File: src/rtl/cfgp_pkg.sv
package cfgp_pkg;

    localparam int BYTE_W = 8;
    typedef logic [BYTE_W-1:0] byte_t;

    // Entries that accept a single key value only
    localparam byte_t LOCK_A_IDX = 8'hE7;
    localparam byte_t LOCK_A_VAL = 8'hFE;
    localparam byte_t LOCK_B_IDX = 8'hE8;
    localparam byte_t LOCK_B_VAL = 8'hBE;

    typedef enum logic [1:0] {
        SEL_NONE  = 2'd0,
        SEL_INDEX = 2'd1,
        SEL_DATA  = 2'd2
    } sel_e;

    typedef struct packed {
        logic hit;
        logic wr;
        logic rd;
        sel_e sel;
    } acc_t;

    // Power-on content of one entry
    function automatic byte_t dflt_value(input byte_t idx);
        byte_t v;
        case (idx)
            8'hE0:   v = 8'h3C;
            8'hE2:   v = 8'h03;
            8'hE3:   v = 8'hFC;
            8'hE6:   v = 8'hDE;
            8'hE7:   v = 8'hFE;
            8'hE8:   v = 8'hBE;
            default: v = 8'h00;
        endcase
        return v;
    endfunction

    // Per-index write filter
    function automatic logic write_ok(input byte_t idx, input byte_t val,
                                      input byte_t ro_limit);
        logic ok;
        if (idx < ro_limit)          ok = 1'b0;
        else if (idx == LOCK_A_IDX)  ok = (val == LOCK_A_VAL);
        else if (idx == LOCK_B_IDX)  ok = (val == LOCK_B_VAL);
        else                         ok = 1'b1;
        return ok;
    endfunction

endpackage

File: src/rtl/cfgp_decode.sv
module cfgp_decode
    import cfgp_pkg::*;
#(
    parameter int                ADDR_W    = 16,
    parameter logic [ADDR_W-1:0] BASE_ADDR = 16'h03F0
) (
    input  logic [ADDR_W-1:0] addr,
    input  logic              wr,
    input  logic              rd,
    input  logic [2:0]        size,
    input  logic              win_en,
    output acc_t              acc
);
    localparam logic [ADDR_W-2:0] PAIR = BASE_ADDR[ADDR_W-1:1];

    logic pair_match;
    assign pair_match = (addr[ADDR_W-1:1] == PAIR);

    always_comb begin
        acc     = '0;
        acc.wr  = wr;
        acc.rd  = rd;
        acc.hit = win_en && pair_match && (size == 3'd1) && (wr ^ rd);
        if (!acc.hit)      acc.sel = SEL_NONE;
        else if (addr[0])  acc.sel = SEL_DATA;
        else               acc.sel = SEL_INDEX;
    end
endmodule

File: src/rtl/cfgp_bridge_ctl.sv
module cfgp_bridge_ctl
    import cfgp_pkg::*;
#(
    parameter byte_t EN_OFFSET = 8'h85,
    parameter int    EN_BIT    = 1
) (
    input  logic  clk,
    input  logic  rst,
    input  logic  brg_we,
    input  byte_t brg_off,
    input  byte_t brg_wdata,
    output logic  win_en
);
    byte_t ctl_q;

    always_ff @(posedge clk) begin
        if (rst)                                  ctl_q <= '0;
        else if (brg_we && brg_off == EN_OFFSET)  ctl_q <= brg_wdata;
    end

    assign win_en = ctl_q[EN_BIT];

    logic unused_ctl;
    assign unused_ctl = ^ctl_q;

    // the window opens only through a write at the enable offset
    p_open_src_r9: assert property (@(posedge clk) disable iff (rst)
        $rose(win_en) |-> $past(brg_we) && $past(brg_off) == EN_OFFSET);
endmodule

File: src/rtl/cfgp_regfile.sv
module cfgp_regfile
    import cfgp_pkg::*;
#(
    parameter byte_t RO_LIMIT = 8'hE0
) (
    input  logic  clk,
    input  logic  rst,
    input  logic  wr_en,
    input  byte_t idx,
    input  byte_t wdata,
    output byte_t rd_data
);
    localparam int NUM_RW = 256 - int'(RO_LIMIT);
    localparam int SLOT_W = (NUM_RW > 1) ? $clog2(NUM_RW) : 1;

    byte_t stor [NUM_RW];
    byte_t off;
    logic  commit;

    assign off    = idx - RO_LIMIT;
    assign commit = wr_en && write_ok(idx, wdata, RO_LIMIT);

    for (genvar k = 0; k < NUM_RW; k++) begin : g_entry
        localparam byte_t ENTRY_IDX = byte_t'(k + int'(RO_LIMIT));
        always_ff @(posedge clk) begin
            if (rst)                            stor[k] <= dflt_value(ENTRY_IDX);
            else if (commit && idx == ENTRY_IDX) stor[k] <= wdata;
        end
    end

    assign rd_data = (idx < RO_LIMIT) ? '0 : stor[off[SLOT_W-1:0]];

    logic unused_off;
    assign unused_off = ^off;

    // locked entries never leave their key value
    if (LOCK_A_IDX >= RO_LIMIT) begin : g_chk_a
        p_lock_a_r7: assert property (@(posedge clk) disable iff (rst)
            stor[int'(LOCK_A_IDX) - int'(RO_LIMIT)] == LOCK_A_VAL);
    end
    if (LOCK_B_IDX >= RO_LIMIT) begin : g_chk_b
        p_lock_b_r8: assert property (@(posedge clk) disable iff (rst)
            stor[int'(LOCK_B_IDX) - int'(RO_LIMIT)] == LOCK_B_VAL);
    end

    // read-only range reads zero even right after a write attempt
    p_ro_zero_r6: assert property (@(posedge clk) disable iff (rst)
        (wr_en && idx < RO_LIMIT) |=> (idx >= RO_LIMIT) || rd_data == '0);
endmodule

File: src/rtl/cfg_index_port.sv
module cfg_index_port
    import cfgp_pkg::*;
#(
    parameter int                ADDR_W    = 16,
    parameter logic [ADDR_W-1:0] BASE_ADDR = 16'h03F0,
    parameter byte_t             RO_LIMIT  = 8'hE0,
    parameter byte_t             EN_OFFSET = 8'h85,
    parameter int                EN_BIT    = 1
) (
    input  logic              clk,
    input  logic              rst,
    input  logic [ADDR_W-1:0] bus_addr,
    input  logic              bus_wr,
    input  logic              bus_rd,
    input  logic [2:0]        bus_size,
    input  logic [7:0]        bus_wdata,
    output logic [7:0]        bus_rdata,
    output logic              bus_ack,
    input  logic              brg_we,
    input  logic [7:0]        brg_off,
    input  logic [7:0]        brg_wdata
);
    logic  win_en;
    acc_t  acc;
    byte_t cur_idx;
    byte_t rf_data;
    logic  idx_wr;
    logic  data_wr;

    cfgp_bridge_ctl #(.EN_OFFSET(EN_OFFSET), .EN_BIT(EN_BIT)) u_ctl (
        .clk       (clk),
        .rst       (rst),
        .brg_we    (brg_we),
        .brg_off   (brg_off),
        .brg_wdata (brg_wdata),
        .win_en    (win_en)
    );

    cfgp_decode #(.ADDR_W(ADDR_W), .BASE_ADDR(BASE_ADDR)) u_dec (
        .addr   (bus_addr),
        .wr     (bus_wr),
        .rd     (bus_rd),
        .size   (bus_size),
        .win_en (win_en),
        .acc    (acc)
    );

    assign idx_wr  = acc.hit && acc.wr && acc.sel == SEL_INDEX;
    assign data_wr = acc.hit && acc.wr && acc.sel == SEL_DATA;

    always_ff @(posedge clk) begin
        if (rst)         cur_idx <= '0;
        else if (idx_wr) cur_idx <= bus_wdata;
    end

    cfgp_regfile #(.RO_LIMIT(RO_LIMIT)) u_rf (
        .clk     (clk),
        .rst     (rst),
        .wr_en   (data_wr),
        .idx     (cur_idx),
        .wdata   (bus_wdata),
        .rd_data (rf_data)
    );

    always_comb begin
        bus_rdata = 8'hFF;
        if (acc.hit && acc.rd)
            bus_rdata = (acc.sel == SEL_INDEX) ? cur_idx : rf_data;
    end

    assign bus_ack = acc.hit;

    // index comes out of reset as zero
    p_idx_reset_r1: assert property (@(posedge clk) disable iff (rst)
        $past(rst) |-> cur_idx == '0);
    // index moves only on an index-address write
    p_idx_hold_r4: assert property (@(posedge clk) disable iff (rst)
        !idx_wr |=> $stable(cur_idx));
    // no acknowledge and all-ones read data while closed
    p_closed_ack_r9: assert property (@(posedge clk) disable iff (rst)
        !win_en |-> !bus_ack && bus_rdata == 8'hFF);
    // acknowledged accesses are single-byte
    p_single_byte_r10: assert property (@(posedge clk) disable iff (rst)
        bus_ack |-> bus_size == 3'd1);
endmodule

File: config.mk
export PLATFORM = sky130hd
export DESIGN_NAME = cfg_index_port
export DESIGN_NICKNAME = d
export VERILOG_FILES = /design/src/rtl/cfgp_pkg.sv /design/src/rtl/cfgp_decode.sv /design/src/rtl/cfgp_bridge_ctl.sv /design/src/rtl/cfgp_regfile.sv /design/src/rtl/cfg_index_port.sv
export SDC_FILE = /design/constraint.sdc
export NUM_CORES = 1
export LEC_CHECK = 0
export ABC_AREA = 1
export BUFFER_PORTS_ARGS = -buffer_cell sky130_fd_sc_hd__buf_2
export CORE_ASPECT_RATIO = 0.7
export CORE_MARGIN = 5
export CORE_UTILIZATION = 55
export DETAILED_ROUTE_END_ITERATION = 7
export MAX_ROUTING_LAYER = met4
export PLACE_DENSITY_LB_ADDON = 0.05
export SLEW_MARGIN = 20
export SYNTH_ARGS = -nofsm -noshare
export SYNTH_HDL_FRONTEND = slang
export SYNTH_SLANG_ARGS = --single-unit
File: constraint.sdc
create_clock -name clk -period 2.3 [get_ports clk]
set_input_delay 0.115 -clock clk [delete_from_list [all_inputs] [get_ports clk]]
set_output_delay 0.115 -clock clk [all_outputs]
set_load 0.05 [all_outputs]
### Yosys cells after proc, flatten, opt, wreduce, memory -nomap -nowiden

Memory sizes are Yosys's and may differ from the RTL's.
Cells that the tools add are included.

* bits in registers: 10
* RAM bits: 256
* bits of input ports: 48
* output and inout port bits: 9
* logic and storage cells: 256
* memories: 1

Memory list
* u_rf.stor: depth 32, width 8, rd ports 1, clocked after Yosys merged registers in 0, wr ports 32, RTL line cfgp_regfile.sv:16 `byte_t stor [NUM_RW];`

* $add $sub $neg: 1
* magnitude comparators: 1
* equality and inequality tests: 39
* muxes and demuxes: 138
* bitwise gates (word level): 33
* reduce and logical (&&, ||, !) cells: 41

Operators with widths (count)
* 8-bit equality test (second input constant): 35
* 8-bit 2-to-1 mux: 35
* 1-bit 2-to-1 mux: 101
* 1-bit logical AND: 41
* 1-bit OR: 32
* 15-bit by 9-bit equality test with 1-bit output (second input constant): 1
* 8-bit less-than comparator (second input constant): 1
* 5-bit by 1-bit subtractor with 5-bit output (second input constant): 1
* 2-bit 2-to-1 mux: 2
* 3-bit by 1-bit equality test with 1-bit output (second input constant): 1
* 2-bit by 1-bit equality test with 1-bit output (second input constant): 1
* 2-bit equality test (second input constant): 1
* 1-bit XOR: 1

### Logic depth before layout (Yosys ltp)

Gate-level depths: netlist of run 1.

* depth after elaboration: 13
* gate-level depth with buffers: 11
* depth with buffers taken out: 10

### Hierarchy

From an unflattened synthesis of run 1, not the netlist that was laid out.

* cells, all modules: 1546
* area total of the unflattened synthesis: 13211.4 um^2

Modules (own cells, without submodules)
* cfgp_regfile: times used 1, cells an instance 1405, area each 12469.5 um^2, sequential area each 7687.4 um^2
* cfg_index_port: times used 1, cells an instance 84, area each 491.7 um^2, sequential area each 160.2 um^2
* cfgp_decode: times used 1, cells an instance 34, area each 136.4 um^2, sequential area each 0.0 um^2
* cfgp_bridge_ctl: times used 1, cells an instance 23, area each 113.9 um^2, sequential area each 20.0 um^2

### Least setup slack after synthesis of run 1

OpenSTA, ideal clock, no wires.

* kind: register -> register
* start point: register cur_idx[2]
* end point: memory u_rf.stor[11][0] (netlist name) (enable)
* library setup time: 0.384 ns
* arrival: 1.788 ns
* required time: 1.916 ns
* setup slack: 0.128 ns
* stages on the path, launching flop included: 9
* buffers on the path: 0
* period minus slack after synthesis: 2.172 ns
* cell sequence: dfxtp_1 -> inv_2 -> nand2_2 -> nor2_2 -> nand2_2 -> nand2_1 -> nand2_2 -> nand4_1 -> o21ai_0

RTL lines
* start, declared: RTL line cfg_index_port.sv:25 `byte_t cur_idx;`
* start signal, assigned: RTL line cfg_index_port.sv:53 `else if (idx_wr) cur_idx <= bus_wdata;`
* end, declared: RTL line cfgp_regfile.sv:16

==> metrics, run 1 <==
status finished, violations left; failing checks negative setup slack; P_leak 5.76 nW; worst hold slack 0.0811 ns; Starting Density 56.1%; Max VDD drop 554 uV; Die Span X 196 um; Slew Viols, Final 0; number of synthesized flops with an enable pin 256; RSZ-0062 raised after global routing true; period utilization 111%; number of I/O pins 57; Final Skew 0.00795 ns; share of cells above drive strength 1 23.1%; Fmax 393 MHz; distinct cell type count after synthesis 34; Vias 10.8k; CTS HTree Levels 1; Post-Synthesis Cells 1355; CTS buffer count 27; Port-buffer cells 49; Initial DRC Count 1300; CTS sink count 270; crit path capture bus_rdata[3]; largest net degree at the start of global routing 87; DR pass1 iterations 5; vias in the first global route 10.2k; Yosys top cell area share 57.7%; worst slew pin tran 1.13 ns; R2R Path Start cur_idx[1]; Setup-failing EPs final 8; grt total ovfl 0; # fillers 1889; pwr dens 648 nW/um^2; DRC 0; placement row count 47; Mean Syn Cell Area 9.84 sq um; clk slew on worst S/H paths 0.06 ns; final core area utilization 67.9%; min Tclk post-route 2.54 ns; Synth area leaders edfxtp_1 (58%), nor2_1 (9.5%), nand3_1 (4.5%); worst skew pair latency 0.54 ns; gr usage total 29.4%; Slew headroom 24.9%; Crit path required time 2.18 ns; fin nets 1520; Chip Height 140 um; antenna viol nets, final 0; internal reg-to-reg setup slack 0.08 ns; Root Buffer clkbuf_16; ys flop type edfxtp_1; Synth warnings 0; Seq cells post-synth 270; max_cap viols 0; die area 27500 sq um; initial antenna violation count 0; Startpoint Class flip-flop; R2R Path End u_rf.stor[6][6]; TritonCTS clock tree yes; CP Capture Type output port; Async S/R FF share, synth 0%; most common cell after layout, fill and taps aside nor2_1; Routed WL per cell 22.3 um; worst min path class in -> reg; gpl congestion 0.906; area leader, netlist edfxtp_1; HPWL after DPL 24.4 mm; routed vias/inst 5.95; final WL 40.4 mm; Hold Path Stages 4; first-pass GRT wire length 60.4 mm; Cell Area, Synth 13300 sq um; dpl ws -0.0971 ns; Critical Path Fanout Max 8; Final WS setup -0.244 ns; Setup CP Type reg -> out; diode count 0; Hold Vio Cnt, Final 0; core area 23800 sq um; Register-to-Register Path Depth 9; Seq/Total Area, Yosys 59.8%; clk buf depth 3; worst path arrival time 2.43 ns; commonest cells after routing, fill and taps aside nor2_1 (332), edfxtp_1 (256), nand2_1 (100), o21ai_0 (94), nand3_1 (91); Area Growth Syn to Fin 21.0%
==> metrics by stage <==
step                      power, W  setup TNS [ns]  std cells  instance area [sq um]
after floorplan            0.00603               0       1369                  13400
final                       0.0105           -1.72       1808                  16100
after global placement     0.00625           -1.10       1727                  14400
after CTS                   0.0105           -1.33       1799                  15800
after global routing        0.0108           -2.38       1808                  16100
after detailed placement   0.00626           -4.33       1727                  14400
==> power by group <==
part | switching, W | internal, W | total [W]
Sequential | 0.0000668 | 0.00560 | 0.00567
Combinational | 0.000394 | 0.000139 | 0.000533
Clock | 0.00188 | 0.00237 | 0.00426
==> worst min path at each step <==
stage                      start    endpoint  slack (ns)
finish               bus_addr[0]  cur_idx[5]        0.08
global route         bus_addr[0]  cur_idx[7]        0.16
CTS                  bus_addr[0]  cur_idx[5]        0.05
global placement    bus_wdata[5]  cur_idx[5]        0.37
detailed placement  bus_wdata[5]  cur_idx[5]        0.37
floorplan           bus_wdata[5]  cur_idx[5]        0.25
==> critical path, stage by stage (launching register included) <==
cell and delay [ns]:
dfxtp_4 0.39, buf_12 0.16, buf_8 0.14, clkbuf_16 0.16, o211ai_1 0.27, o211ai_1 0.17
nand3_1 0.15, nand3_2 0.12, nand3_2 0.11, nand2_2 0.06, buf_6 0.15
==> layer usage <==
metal  wire length [um]  track usage (%)  share of wire, %  up-vias
li1                   -                -                 -     4935
met1              16900             41.9                42     5176
met2              18500             44.4                46      569
met3               3960             5.45               9.8       78
met4               1020             6.76               2.5        0
met5                  0                -                 0        -
==> logic make-up after synthesis <==
| group | share of synthesized area, % |
|---|---|
| other cells | 0.0563 |
| flops | 59.8 |
| simple gates | 27.4 |
| buf+inv | 5.18 |
| compound gates | 7.63 |
==> area by class of cell <==
type	count	area, sq um	area share [%]
well taps	318	398	2.47
inverters	71	283	1.75
clock buffers	31	691	4.28
repair buffers	172	1680	10.4
flip-flops and latches	270	7970	49.4
multi-input cells	930	4970	30.8
clock inverters	16	139	0.861
==> cells in the mapped netlist (14+ instances only) <==
master	instances
nand3_4	16
dfxtp_1	14
edfxtp_1	256
nand2_1	121
nor2_2	17
nor3_2	16
o211ai_1	50
clkbuf_1	68
inv_1	65
buf_1	17
nand3_1	121
o21ai_0	114
nor3_1	72
nor2_1	339
==> state kept, by name (all words and copies together) (netlist names), named ones only <==
register,flops
cur_idx,8
u_ctl.ctl_q,1
u_rf.stor,256
==> timing repair <==
action | 4_1_cts | 5_1_grt
pin swaps | 13 | 30
resized for setup | 54 | 71
setup endpoints to repair | 100 | 209
cloned | 8 | 4
hold buffers | 10 | 0
endpoints found under the hold margin | 14 | 0
setup buffers | 7 | 8
No activity file was read; power rests on OpenSTA's default activity.
==> run 2: changes to the inputs <==
--- a/config.mk
+++ b/config.mk
@@ -13,6 +13,7 @@
 export DETAILED_ROUTE_END_ITERATION = 7
 export MAX_ROUTING_LAYER = met4
 export PLACE_DENSITY_LB_ADDON = 0.05
+export SETUP_SLACK_MARGIN = 0.4
 export SLEW_MARGIN = 20
 export SYNTH_ARGS = -nofsm -noshare
 export SYNTH_HDL_FRONTEND = slang
==> run 2 against run 1 <==
The run still ends with negative setup slack left; non-clock buffer count is 23 higher; die area stayed put; sequential power hardly changed; register-to-register slack better by 0.22 ns; combinational power is 12% higher; maximum frequency is 0.23% lower; design area is 8.6% higher; count of clock-buffer cells in the layout is 4 higher; power is 1.1% lower; cell count is 1.4% higher; flip-flop and latch count stayed put.
==> metrics, run 2 (synthesis results as in run 1) <==
HPWL after DPL 23.2 mm; placement row count 47; Area Growth Syn to Fin 31.4%; CTS sink count 270; status finished, violations left; Startpoint Class flip-flop; Slew Viols, Final 0; die area 27500 sq um; CTS HTree Levels 1; share of cells above drive strength 1 34.1%; fin nets 1544; most common cell after layout, fill and taps aside nor2_1; pwr dens 590 nW/um^2; min Tclk post-route 2.55 ns; # fillers 1646; gr usage total 28.5%; Fmax 392 MHz; final WL 42.4 mm; commonest cells after routing, fill and taps aside nor2_1 (260), edfxtp_1 (256), nand3_1 (85), o21ai_0 (85), nor2_2 (85); TNS Setup -1.54 ns; non-filler cells, final 1833; Most flops, register u_rf.stor; vias in the first global route 10.2k; Starting Density 56.1%; antenna viol nets, final 0; Vias 11.2k; Chip Height 140 um; worst min path class in -> reg; number of I/O pins 57; worst slew pin tran 1.05 ns; max reg flops 256; Hold Vio Cnt, Final 0; routed vias/inst 6.09; dpl ws 0.136 ns; worst skew pair latency 0.54 ns; Die Span X 196 um; Routed WL per cell 23.1 um; Final Skew 0.0130 ns; grt total ovfl 0; clk buf depth 3; period utilization 111%; placed cells 1711; largest net degree at the start of global routing 87; DRC 0; failing checks negative setup slack; Initial DRC Count 1433; max_cap viols 0; Port-buffer cells 49; Setup CP Type reg -> out; CP Capture Type output port; first-pass GRT wire length 59.3 mm; worst path arrival time 2.43 ns; initial antenna violation count 0; DR pass1 iterations 6; Root Buffer clkbuf_16; P_leak 6.18 nW; diode count 0; Slew headroom 30.3%; TritonCTS clock tree yes; biggest regs u_rf.stor (256), cur_idx (8), u_ctl.ctl_q (1); RSZ-0062 raised after global routing true; gpl congestion 0.931; Setup-failing EPs final 8; Crit path required time 2.18 ns; CTS buffer count 26; Critical Path Fanout Max 7; Max VDD drop 510 uV; clk slew on worst S/H paths 0.06 ns; core area 23800 sq um; Final WS setup -0.250 ns
run 2: cell count changes in the layout (fill, tap and decap cells not counted), sizes merged, moves of 2 or more:
cell      change
clkbuf       +11
buf          +17
nand4         +2
clkinvlp      -3
run 2: timing repair:
action	in CTS	in global routing
resized for setup	145	240
gates cloned	8	13
pin swaps	33	76
hold buffers	10	0
setup endpoints to repair	445	488
endpoints found under the hold margin	14	0
setup buffers	17	27
run 2: path summary, 6_finish.rpt:
path | from | to | slack, ns | cells past startpoint
min reg2reg | cur_idx[6] | cur_idx[6] | 0.57 | 2
max reg2reg | u_ctl.ctl_q[1] | u_rf.stor[19][2] | 0.30 | 13
max | flip-flop | bus_rdata[7] | -0.25 | 9
min | bus_addr[0] | cur_idx[7] | 0.09 | 4
run 2: power breakdown:
group          leakage (nW)  switching [W]  total (W)  internal [W]
Combinational          3.23       0.000435   0.000598      0.000163
Sequential             2.56      0.0000649    0.00566       0.00559
Clock                 0.388        0.00183    0.00408       0.00226
Total                  6.18        0.00233     0.0103       0.00801
run 2: area by class of cell:
class / count / area, sq um / area share, %
flip-flops and latches: 270 / 8000 / 45.6
clock inverters: 12 / 78.8 / 0.450
well taps: 318 / 398 / 2.27
multi-input cells: 932 / 5820 / 33.2
repair buffers: 195 / 2240 / 12.8
inverters: 71 / 285 / 1.63
clock buffers: 35 / 706 / 4.03
run 2: critical path: stages (launching register included):
cell	delay (ns)
dfxtp_4	0.45
buf_6	0.18
clkbuf_16	0.16
o21ai_0	0.10
o211ai_1	0.31
nand3_1	0.21
nand3_2	0.15
nand3_1	0.08
nand2_1	0.10
buf_6	0.16
run 2: routing by layer:
layer | up-vias | track usage (%) | part of all wire [%]
met2 | 597 | 44.2 | 47
met4 | 0 | 6.79 | 3.5
met3 | 102 | 3.82 | 9.6
met5 | - | - | 0
met1 | 5473 | 40.6 | 40
li1 | 4994 | - | -
run 2: metrics by stage:
| stage | cell area [sq um] | utilization, % | hold slack (ns) | power (W) |
|---|---|---|---|---|
| 2_1_floorplan | 13400 | - | 0.250 | 0.00603 |
| 3_3_place_gp | 14300 | 60.3 | 0.369 | 0.00624 |
| 3_5_place_dp | 14300 | 60.3 | 0.398 | 0.00626 |
| 4_1_cts | 16100 | 67.9 | 0.0495 | 0.0103 |
| 5_1_grt | 17500 | 73.8 | 0.0779 | 0.0106 |
| 6_report | 17500 | 73.8 | 0.0900 | 0.0103 |
